## src/rtl/fir_ring_pkg.sv

```systemverilog
package fir_ring_pkg;
  typedef enum logic [1:0] {
    PH_IDLE  = 2'd0,
    PH_ISSUE = 2'd1,
    PH_DRAIN = 2'd2,
    PH_EMIT  = 2'd3
  } ph_e;
endpackage

```

## src/rtl/fir_ring_seq.sv

```systemverilog
module fir_ring_seq #(
  parameter int TAPS = 8,
  localparam int TW = $clog2(TAPS),
  localparam int SW = $clog2(TAPS + 2)
) (
  input  logic          clk_i,
  input  logic          rst_ni,
  input  logic          smp_valid_i,
  output logic          accept_o,
  output logic          issue_o,
  output logic [TW-1:0] tap_o,
  output logic          emit_o,
  output logic          busy_o,
  output logic          overrun_o
);
  import fir_ring_pkg::*;

  logic          busy_q;
  logic [SW-1:0] step_q;
  logic          ovr_q;
  ph_e           phase;

  always_comb begin
    if (!busy_q)                    phase = PH_IDLE;
    else if (step_q < SW'(TAPS))    phase = PH_ISSUE;
    else if (step_q == SW'(TAPS))   phase = PH_DRAIN;
    else                            phase = PH_EMIT;
  end

  assign accept_o  = smp_valid_i && (phase == PH_IDLE);
  assign issue_o   = (phase == PH_ISSUE);
  assign emit_o    = (phase == PH_EMIT);
  assign busy_o    = busy_q;
  assign tap_o     = step_q[TW-1:0];
  assign overrun_o = ovr_q;

  always_ff @(posedge clk_i or negedge rst_ni) begin
    if (!rst_ni) begin
      busy_q <= 1'b0;
      step_q <= '0;
    end else if (accept_o) begin
      busy_q <= 1'b1;
      step_q <= '0;
    end else if (busy_q) begin
      step_q <= step_q + SW'(1);
      if (emit_o) busy_q <= 1'b0;
    end
  end

  always_ff @(posedge clk_i or negedge rst_ni) begin
    if (!rst_ni)                   ovr_q <= 1'b0;
    else if (smp_valid_i && busy_q) ovr_q <= 1'b1;
  end

  p_drop_flag_r8: assert property (@(posedge clk_i) disable iff (!rst_ni)
    (smp_valid_i && busy_q) |=> overrun_o);
  p_overrun_sticky_r9: assert property (@(posedge clk_i) disable iff (!rst_ni)
    overrun_o |=> overrun_o);
endmodule

```

## src/rtl/fir_ring_smp.sv

```systemverilog
module fir_ring_smp #(
  parameter int DATA_W = 16,
  parameter int TAPS   = 8,
  localparam int TW = $clog2(TAPS)
) (
  input  logic                     clk_i,
  input  logic                     rst_ni,
  input  logic                     wr_en_i,
  input  logic signed [DATA_W-1:0] wr_data_i,
  input  logic                     step_i,
  output logic signed [DATA_W-1:0] rd_data_o
);
  logic signed [DATA_W-1:0] mem_q [TAPS];
  logic [TW-1:0] wr_ptr_q, rd_ptr_q;

  always_ff @(posedge clk_i or negedge rst_ni) begin
    if (!rst_ni) begin
      for (int i = 0; i < TAPS; i++) mem_q[i] <= '0;
      wr_ptr_q <= '0;
      rd_ptr_q <= '0;
    end else if (wr_en_i) begin
      mem_q[wr_ptr_q] <= wr_data_i;
      rd_ptr_q        <= wr_ptr_q;  // newest slot is tap 0
      wr_ptr_q        <= (wr_ptr_q == TW'(TAPS - 1)) ? '0 : wr_ptr_q + TW'(1);
    end else if (step_i) begin
      rd_ptr_q <= (rd_ptr_q == '0) ? TW'(TAPS - 1) : rd_ptr_q - TW'(1);
    end
  end

  assign rd_data_o = mem_q[rd_ptr_q];

  p_wr_hold_r8: assert property (@(posedge clk_i) disable iff (!rst_ni)
    !wr_en_i |=> $stable(wr_ptr_q));
endmodule

```

## src/rtl/fir_ring_coef.sv

```systemverilog
module fir_ring_coef #(
  parameter int DATA_W = 16,
  parameter int TAPS   = 8,
  localparam int TW = $clog2(TAPS)
) (
  input  logic                     clk_i,
  input  logic                     rst_ni,
  input  logic                     we_i,
  input  logic [TW-1:0]            addr_i,
  input  logic signed [DATA_W-1:0] data_i,
  input  logic                     lock_i,
  input  logic [TW-1:0]            rd_addr_i,
  output logic signed [DATA_W-1:0] rd_data_o
);
  logic [TAPS-1:0][DATA_W-1:0] coef_q;
  logic [TAPS-1:0]             hit;

  for (genvar i = 0; i < TAPS; i++) begin : g_hit
    assign hit[i] = we_i && !lock_i && (addr_i == TW'(i));
  end

  always_ff @(posedge clk_i or negedge rst_ni) begin
    if (!rst_ni) begin
      coef_q <= '0;
    end else begin
      for (int i = 0; i < TAPS; i++)
        if (hit[i]) coef_q[i] <= data_i;
    end
  end

  assign rd_data_o = coef_q[rd_addr_i];

  p_coef_lock_r4: assert property (@(posedge clk_i) disable iff (!rst_ni)
    lock_i |=> $stable(coef_q));
endmodule

```

## src/rtl/fir_ring_mac.sv

```systemverilog
module fir_ring_mac #(
  parameter int DATA_W = 16,
  parameter int TAPS   = 8,
  localparam int TW    = $clog2(TAPS),
  localparam int PW    = 2 * DATA_W,
  localparam int ACC_W = PW + TW
) (
  input  logic                     clk_i,
  input  logic                     rst_ni,
  input  logic                     clr_i,
  input  logic                     mul_en_i,
  input  logic signed [DATA_W-1:0] smp_i,
  input  logic signed [DATA_W-1:0] coef_i,
  input  logic                     emit_i,
  output logic                     res_valid_o,
  output logic signed [DATA_W-1:0] res_data_o
);
  localparam logic signed [ACC_W:0] RND  = {{(ACC_W-DATA_W+2){1'b0}}, 1'b1, {(DATA_W-2){1'b0}}};
  localparam logic signed [ACC_W:0] MAXV = {{(ACC_W-DATA_W+2){1'b0}}, {(DATA_W-1){1'b1}}};
  localparam logic signed [ACC_W:0] MINV = {{(ACC_W-DATA_W+2){1'b1}}, {(DATA_W-1){1'b0}}};

  logic signed [PW-1:0]    prod_q;
  logic                    prod_vld_q;
  logic signed [ACC_W-1:0] acc_q, prod_ext, acc_nxt;
  logic signed [ACC_W:0]   acc_rnd, acc_shr;
  logic signed [DATA_W-1:0] res_nxt;
  logic                    vld_q;
  logic signed [DATA_W-1:0] res_q;

  assign prod_ext = {{(ACC_W-PW){prod_q[PW-1]}}, prod_q};
  assign acc_nxt  = acc_q + prod_ext;

  always_ff @(posedge clk_i or negedge rst_ni) begin
    if (!rst_ni) begin
      prod_q     <= '0;
      prod_vld_q <= 1'b0;
      acc_q      <= '0;
    end else begin
      prod_vld_q <= mul_en_i;
      if (mul_en_i) prod_q <= PW'(smp_i) * PW'(coef_i);
      if (clr_i)           acc_q <= '0;
      else if (prod_vld_q) acc_q <= acc_nxt;
    end
  end

  // round half up at the Q1.(W-1) point, then clamp
  always_comb begin
    acc_rnd = {acc_q[ACC_W-1], acc_q} + RND;
    acc_shr = acc_rnd >>> (DATA_W - 1);
    if (acc_shr > MAXV)      res_nxt = {1'b0, {(DATA_W-1){1'b1}}};
    else if (acc_shr < MINV) res_nxt = {1'b1, {(DATA_W-1){1'b0}}};
    else                     res_nxt = acc_shr[DATA_W-1:0];
  end

  always_ff @(posedge clk_i or negedge rst_ni) begin
    if (!rst_ni) begin
      vld_q <= 1'b0;
      res_q <= '0;
    end else begin
      vld_q <= emit_i;
      if (emit_i) res_q <= res_nxt;
    end
  end

  assign res_valid_o = vld_q;
  assign res_data_o  = res_q;

  p_acc_no_wrap_r2: assert property (@(posedge clk_i) disable iff (!rst_ni)
    !(prod_vld_q && !clr_i && (acc_q[ACC_W-1] == prod_ext[ACC_W-1])
      && (acc_nxt[ACC_W-1] != acc_q[ACC_W-1])));
  p_valid_pulse_r5: assert property (@(posedge clk_i) disable iff (!rst_ni)
    res_valid_o |=> !res_valid_o);
  p_hold_r10: assert property (@(posedge clk_i) disable iff (!rst_ni)
    !emit_i |=> $stable(res_data_o));
endmodule

```

## src/rtl/fir_ring_engine.sv

```systemverilog
module fir_ring_engine #(
  parameter int DATA_W = 16,
  parameter int TAPS   = 8,
  localparam int TW = $clog2(TAPS),
  localparam int CW = $clog2(TAPS + 3)
) (
  input  logic                     clk_i,
  input  logic                     rst_ni,
  input  logic                     smp_valid_i,
  input  logic signed [DATA_W-1:0] smp_data_i,
  input  logic                     coef_we_i,
  input  logic [TW-1:0]            coef_addr_i,
  input  logic signed [DATA_W-1:0] coef_data_i,
  output logic                     res_valid_o,
  output logic signed [DATA_W-1:0] res_data_o,
  output logic                     overrun_o
);
  logic          accept, issue, emit, busy;
  logic [TW-1:0] tap;
  logic signed [DATA_W-1:0] smp_rd, coef_rd;

  fir_ring_seq #(.TAPS(TAPS)) u_seq (
    .clk_i, .rst_ni, .smp_valid_i,
    .accept_o(accept), .issue_o(issue), .tap_o(tap),
    .emit_o(emit), .busy_o(busy), .overrun_o
  );

  fir_ring_smp #(.DATA_W(DATA_W), .TAPS(TAPS)) u_smp (
    .clk_i, .rst_ni,
    .wr_en_i(accept), .wr_data_i(smp_data_i),
    .step_i(issue), .rd_data_o(smp_rd)
  );

  fir_ring_coef #(.DATA_W(DATA_W), .TAPS(TAPS)) u_coef (
    .clk_i, .rst_ni,
    .we_i(coef_we_i), .addr_i(coef_addr_i), .data_i(coef_data_i),
    .lock_i(busy), .rd_addr_i(tap), .rd_data_o(coef_rd)
  );

  fir_ring_mac #(.DATA_W(DATA_W), .TAPS(TAPS)) u_mac (
    .clk_i, .rst_ni,
    .clr_i(accept), .mul_en_i(issue),
    .smp_i(smp_rd), .coef_i(coef_rd),
    .emit_i(emit), .res_valid_o, .res_data_o
  );

  // latency tracker seen from the ports only
  logic          trk_on_q;
  logic [CW-1:0] trk_cnt_q;

  always_ff @(posedge clk_i or negedge rst_ni) begin
    if (!rst_ni) begin
      trk_on_q  <= 1'b0;
      trk_cnt_q <= '0;
    end else if (!trk_on_q) begin
      if (smp_valid_i) begin
        trk_on_q  <= 1'b1;
        trk_cnt_q <= '0;
      end
    end else begin
      trk_cnt_q <= trk_cnt_q + CW'(1);
      if (trk_cnt_q == CW'(TAPS + 1)) trk_on_q <= 1'b0;
    end
  end

  p_latency_r5: assert property (@(posedge clk_i) disable iff (!rst_ni)
    (trk_on_q && trk_cnt_q == CW'(TAPS + 1)) |=> res_valid_o);
  p_no_early_r5: assert property (@(posedge clk_i) disable iff (!rst_ni)
    !(trk_on_q && trk_cnt_q == CW'(TAPS + 1)) |=> !res_valid_o);
endmodule

```

## config.mk

```make
export PLATFORM = sky130hd
export DESIGN_NAME = fir_ring_engine
export DESIGN_NICKNAME = d
export VERILOG_FILES = /design/src/rtl/fir_ring_pkg.sv /design/src/rtl/fir_ring_seq.sv /design/src/rtl/fir_ring_smp.sv /design/src/rtl/fir_ring_coef.sv /design/src/rtl/fir_ring_mac.sv /design/src/rtl/fir_ring_engine.sv
export SDC_FILE = /design/constraint.sdc
export NUM_CORES = 1
export LEC_CHECK = 0
export ABC_AREA = 0
export BUFFER_PORTS_ARGS = -buffer_cell sky130_fd_sc_hd__buf_2
export CORE_ASPECT_RATIO = 1.5
export CORE_MARGIN = 4
export CORE_UTILIZATION = 52
export DETAILED_ROUTE_END_ITERATION = 10
export PLACE_DENSITY_LB_ADDON = 0.25
export SYNTH_ARGS = -nofsm -noshare
export SYNTH_HDL_FRONTEND = slang
export SYNTH_SLANG_ARGS = --single-unit
```

## constraint.sdc

```tcl
create_clock -name clk_i -period 15.7 [get_ports clk_i]
set_clock_uncertainty 0.15 [all_clocks]
set_input_delay 2.355 -clock clk_i [delete_from_list [all_inputs] [get_ports clk_i]]
set_output_delay 2.355 -clock clk_i [all_outputs]
set_load 0.02 [all_outputs]
```

# Word-level counts from Yosys, hierarchy flattened
# Cells that the tools add are included.
dict set report word_totals {
  latch_bits 0
  rom_bits 0
  out_inout_bits 18
  memories 0
  input_bits 39
  ram_bits 0
  elab_cells 95
  ff_bits 353
}
dict set report classes {
  mul 1
  n_reduce_logical 19
  n_eq_ne 11
  order_cmp 7
  shift 0
  addsub 5
  bitwise_logic 2
  n_div 0
  muxes 24
}
# op n
set op_table {}
lappend op_table {{128-bit bitwise mux} 1}
lappend op_table {{16-bit binary-select mux with 3-bit select} 2}
lappend op_table {{16-bit two-way mux} 6}
lappend op_table {{35-bit two-way mux} 2}
lappend op_table {{16-bit demux with 3-bit select} 1}
lappend op_table {{35-bit by 16-bit adder with 36-bit output (second input constant)} 1}
lappend op_table {{35-bit by 32-bit adder with 35-bit output} 1}
lappend op_table {{16-bit by 16-bit multiplier with 32-bit output} 1}
lappend op_table {{21-bit by 16-bit greater-than comparator with 1-bit output (second input constant)} 1}
lappend op_table {{21-bit by 16-bit < comparator with 1-bit output (second input constant)} 1}
lappend op_table {{3-bit equality test (second input constant)} 5}
lappend op_table {{1-bit logical AND} 12}
lappend op_table {{3-bit two-way mux} 4}
lappend op_table {{4-bit >= comparator (second input constant)} 2}
lappend op_table {{4-bit two-way mux} 2}
lappend op_table {{3-bit NOT with 4-bit output} 2}
lappend op_table {{3-bit by 2-bit equality test with 1-bit output (second input constant)} 2}
lappend op_table {{3-bit logical NOT} 2}
lappend op_table {{2-bit nonzero test} 3}
lappend op_table {{4-bit by 1-bit adder with 4-bit output (second input constant)} 1}
lappend op_table {{4-bit equality test (second input constant)} 1}
lappend op_table {{3-bit by 4-bit < comparator with 1-bit output (second input constant)} 1}
lappend op_table {{4-bit by 1-bit < comparator with 1-bit output (second input constant)} 1}
lappend op_table {{4-bit < comparator (second input constant)} 1}
lappend op_table {{9 further kinds} 13}

# Depth between registers and ports, before layout
dict set report depth {
  ltp_word 8
  depth_mapped 29
  depth_no_buf 26
}

# Hierarchy
# From an unflattened synthesis, not the netlist that was laid out.
dict set report unflattened {
  hier_cells 2408
  area_unflattened_um2 27511.4
}
# mod seq_area_each_um2 n_inst area_per_inst_um2 cells_each
set modules_own_cells {}
lappend modules_own_cells {fir_ring_mac 2127.0 1 15164.5 1643}
lappend modules_own_cells {fir_ring_smp 3353.2 1 6172.2 398}
lappend modules_own_cells {fir_ring_coef 3203.1 1 5841.9 337}
lappend modules_own_cells {fir_ring_seq 150.1 1 332.8 30}

# Worst setup path after synthesis
# OpenSTA, ideal clock, no wires.
dict set report synth_path {
  path_type {flip-flop to flip-flop}
  from {register u_seq.step_q[0]}
  to {register u_mac.prod_q[30]}
  synth_period_minus_slack_ns 7.966
  slack_ns 7.734
  path_stages_with_launch 27
  setup_ns 0.133
  path_buffers 3
  arrival_ns 7.683
  t_required_ns 15.417
  cell_sequence {dfrtp_1 > buf_2 > buf_1 > mux4_2 > mux2i_1 > clkbuf_1 > nor2_1 > inv_1 > fa_1 > inv_1 > fa_1 > fa_1 > fa_1 > fa_1 > inv_1 > fa_1 > inv_1 > ha_1 > a21o_1 > a21o_1 > a211oi_1 > a2bb2oi_1 > o31ai_1 > or4_1 > a31oi_1 > xor2_1 > o21ai_0}
}
dict set report synth_between {
  elab_chain_cells 5
  elab_cells_between_ends 9
  classes_between {mul: 1; order compare: 1; eq/ne: 2; mux: 5}
}
# item line_no
set synth_rtl {}
lappend synth_rtl {{start: declaration} fir_ring_seq.sv:19} ;# logic [SW-1:0] step_q;
lappend synth_rtl {{start signal: assignment} fir_ring_seq.sv:45} ;# step_q <= step_q + SW'(1);
lappend synth_rtl {{branches (longest 5 deep; another with 16-bit by 16-bit multiplier with 32-bit output)} --}
lappend synth_rtl {{end signal: assignment} fir_ring_mac.sv:40} ;# if (mul_en_i) prod_q <= PW'(smp_i) * PW'(coef_i);
lappend synth_rtl {{end: declaration} fir_ring_mac.sv:22} ;# logic signed [PW-1:0] prod_q;
# Parallel ways; which one is timed is not known. The select of a mux whose other input is x is not followed.
# A chain may end at the register's enable or synchronous reset.

# Worst setup path in the final report
dict set report layout_path {
  from {register u_seq.step_q[1]}
  to {register u_mac.prod_q[30]}
}
# The elaborated chain is that of the path after synthesis.

==> impl_results.rst <==
.. list-table::
   :header-rows: 1

   * - Metric
     - Value
   * - Drc violations
     - 0
   * - Vias per std cell
     - roughly 5.6
   * - Fraction of final layout cells sized beyond drive strength 1
     - between 20% and 30%
   * - Iteration count of the initial detailed-routing pass
     - 5
   * - Final-report max-slew violation count
     - 0
   * - Synth Area in Simple Gates
     - under 10%
   * - Predominant post-synthesis flop cell
     - sky130_fd_sc_hd__dfrtp_1
   * - Most common cell after layout, fill and taps aside
     - sky130_fd_sc_hd__dfrtp_1
   * - Endpoint of the worst-slack reg-to-reg timing path
     - u_mac.prod_q[30]
   * - Total of fill cells in the finished design
     - 4407
   * - Number of placed instances, taps included
     - 3136
   * - Final critical path time including I/O delays and setup
     - ~8600 ps
   * - Launch instance of the worst min-delay path
     - u_seq.overrun_o
   * - Most frequent cells in the layout
     - sky130_fd_sc_hd__dfrtp_1, sky130_fd_sc_hd__inv_1, sky130_fd_sc_hd__mux2_2
   * - Wire length of the first global-routing pass
     - approximately 100000 µm
   * - Post-synth cell types
     - 65
   * - Kind of end point of the critical path
     - flop
   * - Drt initial violations
     - between 1k and 1.5k
   * - Count of non-filler cells in the finished layout
     - ~3.2k
   * - GRT Overall Usage
     - roughly 23%
   * - CP max stage cell
     - sky130_fd_sc_hd__mux2i_1
   * - Clk_lat worst skew
     - about 570 ps
   * - CP cell instances
     - buf_4, mux4_2, mux2i_1, nor2_1, fa_1, inv_1, fa_1, fa_1, inv_1, fa_1, fa_1, inv_1, fa_1, inv_1, ha_1, and4_1, a221o_1, o31ai_4, o31ai_1, or4_1, a31oi_1, xor2_1, o21ai_0
   * - Number of nets produced by synthesis
     - between 2k and 3k
   * - Layout-stage area growth over the synthesis result
     - 8.91%
   * - Routed len/inst
     - 19.6 µm
   * - Worst Hold Path EP
     - u_seq.overrun_o
   * - Maximum clock frequency
     - ~0.12 GHz
   * - R2r worst-path depth
     - 23
   * - Setup slack on the worst flop-to-flop path
     - slightly above 7000 ps
   * - Top fanout value on the critical path
     - 27
   * - Count of vias placed by the detailed router
     - between 15k and 20k
   * - Max-Slew Margin vs Limit
     - 15.0%
   * - Status
     - finished clean
   * - Post-detail-place hpwl
     - roughly 46000 µm
   * - Maximum level of the CTS H-tree
     - 2
   * - Worst Path Arrival
     - ~9000 ps
   * - IO Pins
     - 57
   * - Cts-stage hold buffer count
     - 0
   * - Launching element type of the critical path
     - flop
   * - Gp weighted congestion
     - roughly 0.92
   * - Setup Total Neg Slack
     - 0 ps
   * - Overall routed net length
     - ~63000 µm
   * - Cell mode on critical path
     - sky130_fd_sc_hd__fa_1
   * - Share of async-settable or async-resettable flops after synthesis
     - 100%
   * - Multi-input combinational cell area
     - about 17000 µm²
   * - RSZ-0062 raised after global routing
     - no
   * - Std-Cell Rows
     - between 100 and 150
   * - Number of enable-type register cells in the synthesized netlist
     - 0
   * - Mean post-synth cell area
     - approximately 11 µm²
   * - Maximum number of pins on one net before global-route repair
     - 86
   * - Initial core utilization
     - a little over half
   * - Worst r2r src
     - u_seq.step_q[1]
   * - Resized Gates After CTS
     - 0
   * - Clock Tree Buf Depth
     - 3
   * - Clock tree from TritonCTS
     - done
   * - Final count of hold timing violations
     - 0
   * - Clock root buffer
     - sky130_fd_sc_hd__clkbuf_16
   * - Complex-gate fraction of the synthesized area
     - 6.19%
   * - Hold Path Stages
     - 1
   * - Net total in the final layout
     - 2924
   * - Sink Count
     - 353
   * - GR Overflow Total
     - 0
   * - Type of the tightest min-delay check
     - reg -> reg
   * - Die width
     - 194 µm
   * - CORE AREA
     - 51600 µm²
   * - Finish-stage setup viols
     - 0
   * - Post-CTS clock slew at the launch and capture registers of the worst setup and hold paths
     - 60 ps
   * - Remaining antenna violation count
     - 0
   * - Delay of the slowest cell on the worst path
     - ~970 ps
   * - Synth warn
     - 0
   * - Fraction of synthesized area in multiplexers
     - around 18%
   * - Die Height
     - approximately 290 µm
   * - Xor-xnor portion of the synthesized cell area
     - between 2 and 2.5%
   * - Number of antenna violations at the first check in global routing
     - 4
   * - Max-capacitance violation count
     - 0
   * - Post-route fraction of the period consumed by the critical path
     - around 55%
   * - Main combinational cell family by area after synthesis
     - adder cells
   * - Flip-flop and latch area
     - 8840 µm²
   * - Count of input and output buffers
     - 56
   * - Adder and majority cell fraction of the synthesized area
     - roughly 25%
   * - Die Footprint
     - around 56000 µm²
   * - Cell count after synthesis
     - 2464
   * - Flip-flop and latch count after synthesis
     - between 300 and 400
   * - Mapped cell area
     - 27100 µm²
   * - Category of the critical setup timing path
     - reg -> reg
   * - Via count of the first global-routing pass
     - a little under 20k
   * - Post-CTS setup buffer count
     - 0
   * - Register area share after synthesis
     - 32.6%
   * - Data required, critical path
     - 15960 ps
   * - Number of buffers created by CTS
     - 37
   * - Slew of the pin with the lowest slew margin
     - between 1000 and 1500 ps
==> synth_stat cells, drive strengths merged (11+ instances only) <==
cell type	instances	area share, %
a211oi	17	0.47
a21o	26	0.72
a21oi	57	1.1
a31oi	14	0.32
and2	12	0.28
buf	18	0.32
clkbuf	80	1.1
dfrtp	353	33
fa	263	19
ha	123	5.7
inv	338	4.7
mux2	279	12
mux2i	36	1.3
mux4	64	5.3
nand2	204	2.8
nand2b	25	0.58
nand3	26	0.50
nor2	208	2.9
nor2b	12	0.28
nor3	21	0.39
nor3b	11	0.30
o211ai	12	0.33
o21a	18	0.50
o21ai	77	1.5
o31ai	12	0.38
or2	23	0.53
xnor2	32	1.0
xor2	32	1.0
==> worst max-delay path: cells and delay by family (launching register included) <==
kind            cells  cell delay (ps)
fa+ha+maj           7             3440
mux                 2             1350
compound gates      5             1240
simple gates        3              790
buf+inv             5              660
flops               1              580
xor+xnor            1              160
==> final cells by class <==
cell class                 count  share of cell area (%)
inverter                     339                    4.31
timing repair buffer          94                    1.95
antenna                        2                  0.0170
clock buffer                  49                    3.64
sequential                   353                    30.0
multi-input combinational   1674                    56.4
tap                          676                    2.87
clock inverter                16                   0.899
==> how the worst max path moves through the flow <==
| stage | end | start | slack, ps | cells after the start |
|---|---|---|---|---|
| 2_1_floorplan | u_mac.prod_q[30] | u_seq.step_q[0] | 7730 | 26 |
| 3_3_place_gp | u_mac.prod_q[31] | u_seq.step_q[1] | 7300 | 24 |
| 3_5_place_dp | u_mac.prod_q[31] | u_seq.step_q[1] | 7190 | 24 |
| 4_1_cts | u_mac.prod_q[31] | u_seq.step_q[1] | 7130 | 24 |
| 5_1_grt | u_mac.prod_q[30] | u_seq.step_q[0] | 6690 | 23 |
| 6_report | u_mac.prod_q[30] | u_seq.step_q[1] | 7130 | 23 |
==> sequential cells by signal, indices dropped and copies added, names as in the netlist, 3 cells and up <==
signal	flops
u_coef.coef_q	128
u_smp.mem_q	128
u_mac.acc_q	35
u_mac.prod_q	32
u_mac.res_data_o	16
u_seq.step_q	4
u_smp.rd_ptr_q	3
u_smp.wr_ptr_q	3
==> metrics by stage <==
stage               util [%]  hold WS (ps)  instance area (µm²)  setup slack (ps)
global route            57.2           348                29500              6690
CTS                     57.2           321                29500              7130
finish                  57.2           315                29500              7130
floorplan                  -           300                27100              7730
detailed placement      54.6           300                28200              7190
global placement        54.6           293                28200              7300
==> layer usage <==
layer	routed length (µm)	track usage [%]
met4	3100	9.62
met2	32600	41.9
met1	24300	27.2
met5	7	0
met3	2770	3.48
==> kinds of logic (layout without fill, tap and decap cells) <==
group | Yosys count | after routing
XOR/XNOR | 64 | 64
flip-flops | 353 | 353
multiplexers | 379 | 379
AO/OA/AOI/OAI | 263 | 263
other | 0 | 2
buffers and inverters | 437 | 498
adder cells (fa/ha/maj) | 386 | 386
AND/OR/NAND/NOR | 582 | 582
Power is not shown: default switching activity piles up to over one toggle a cycle in this logic, so the estimate is an artifact.
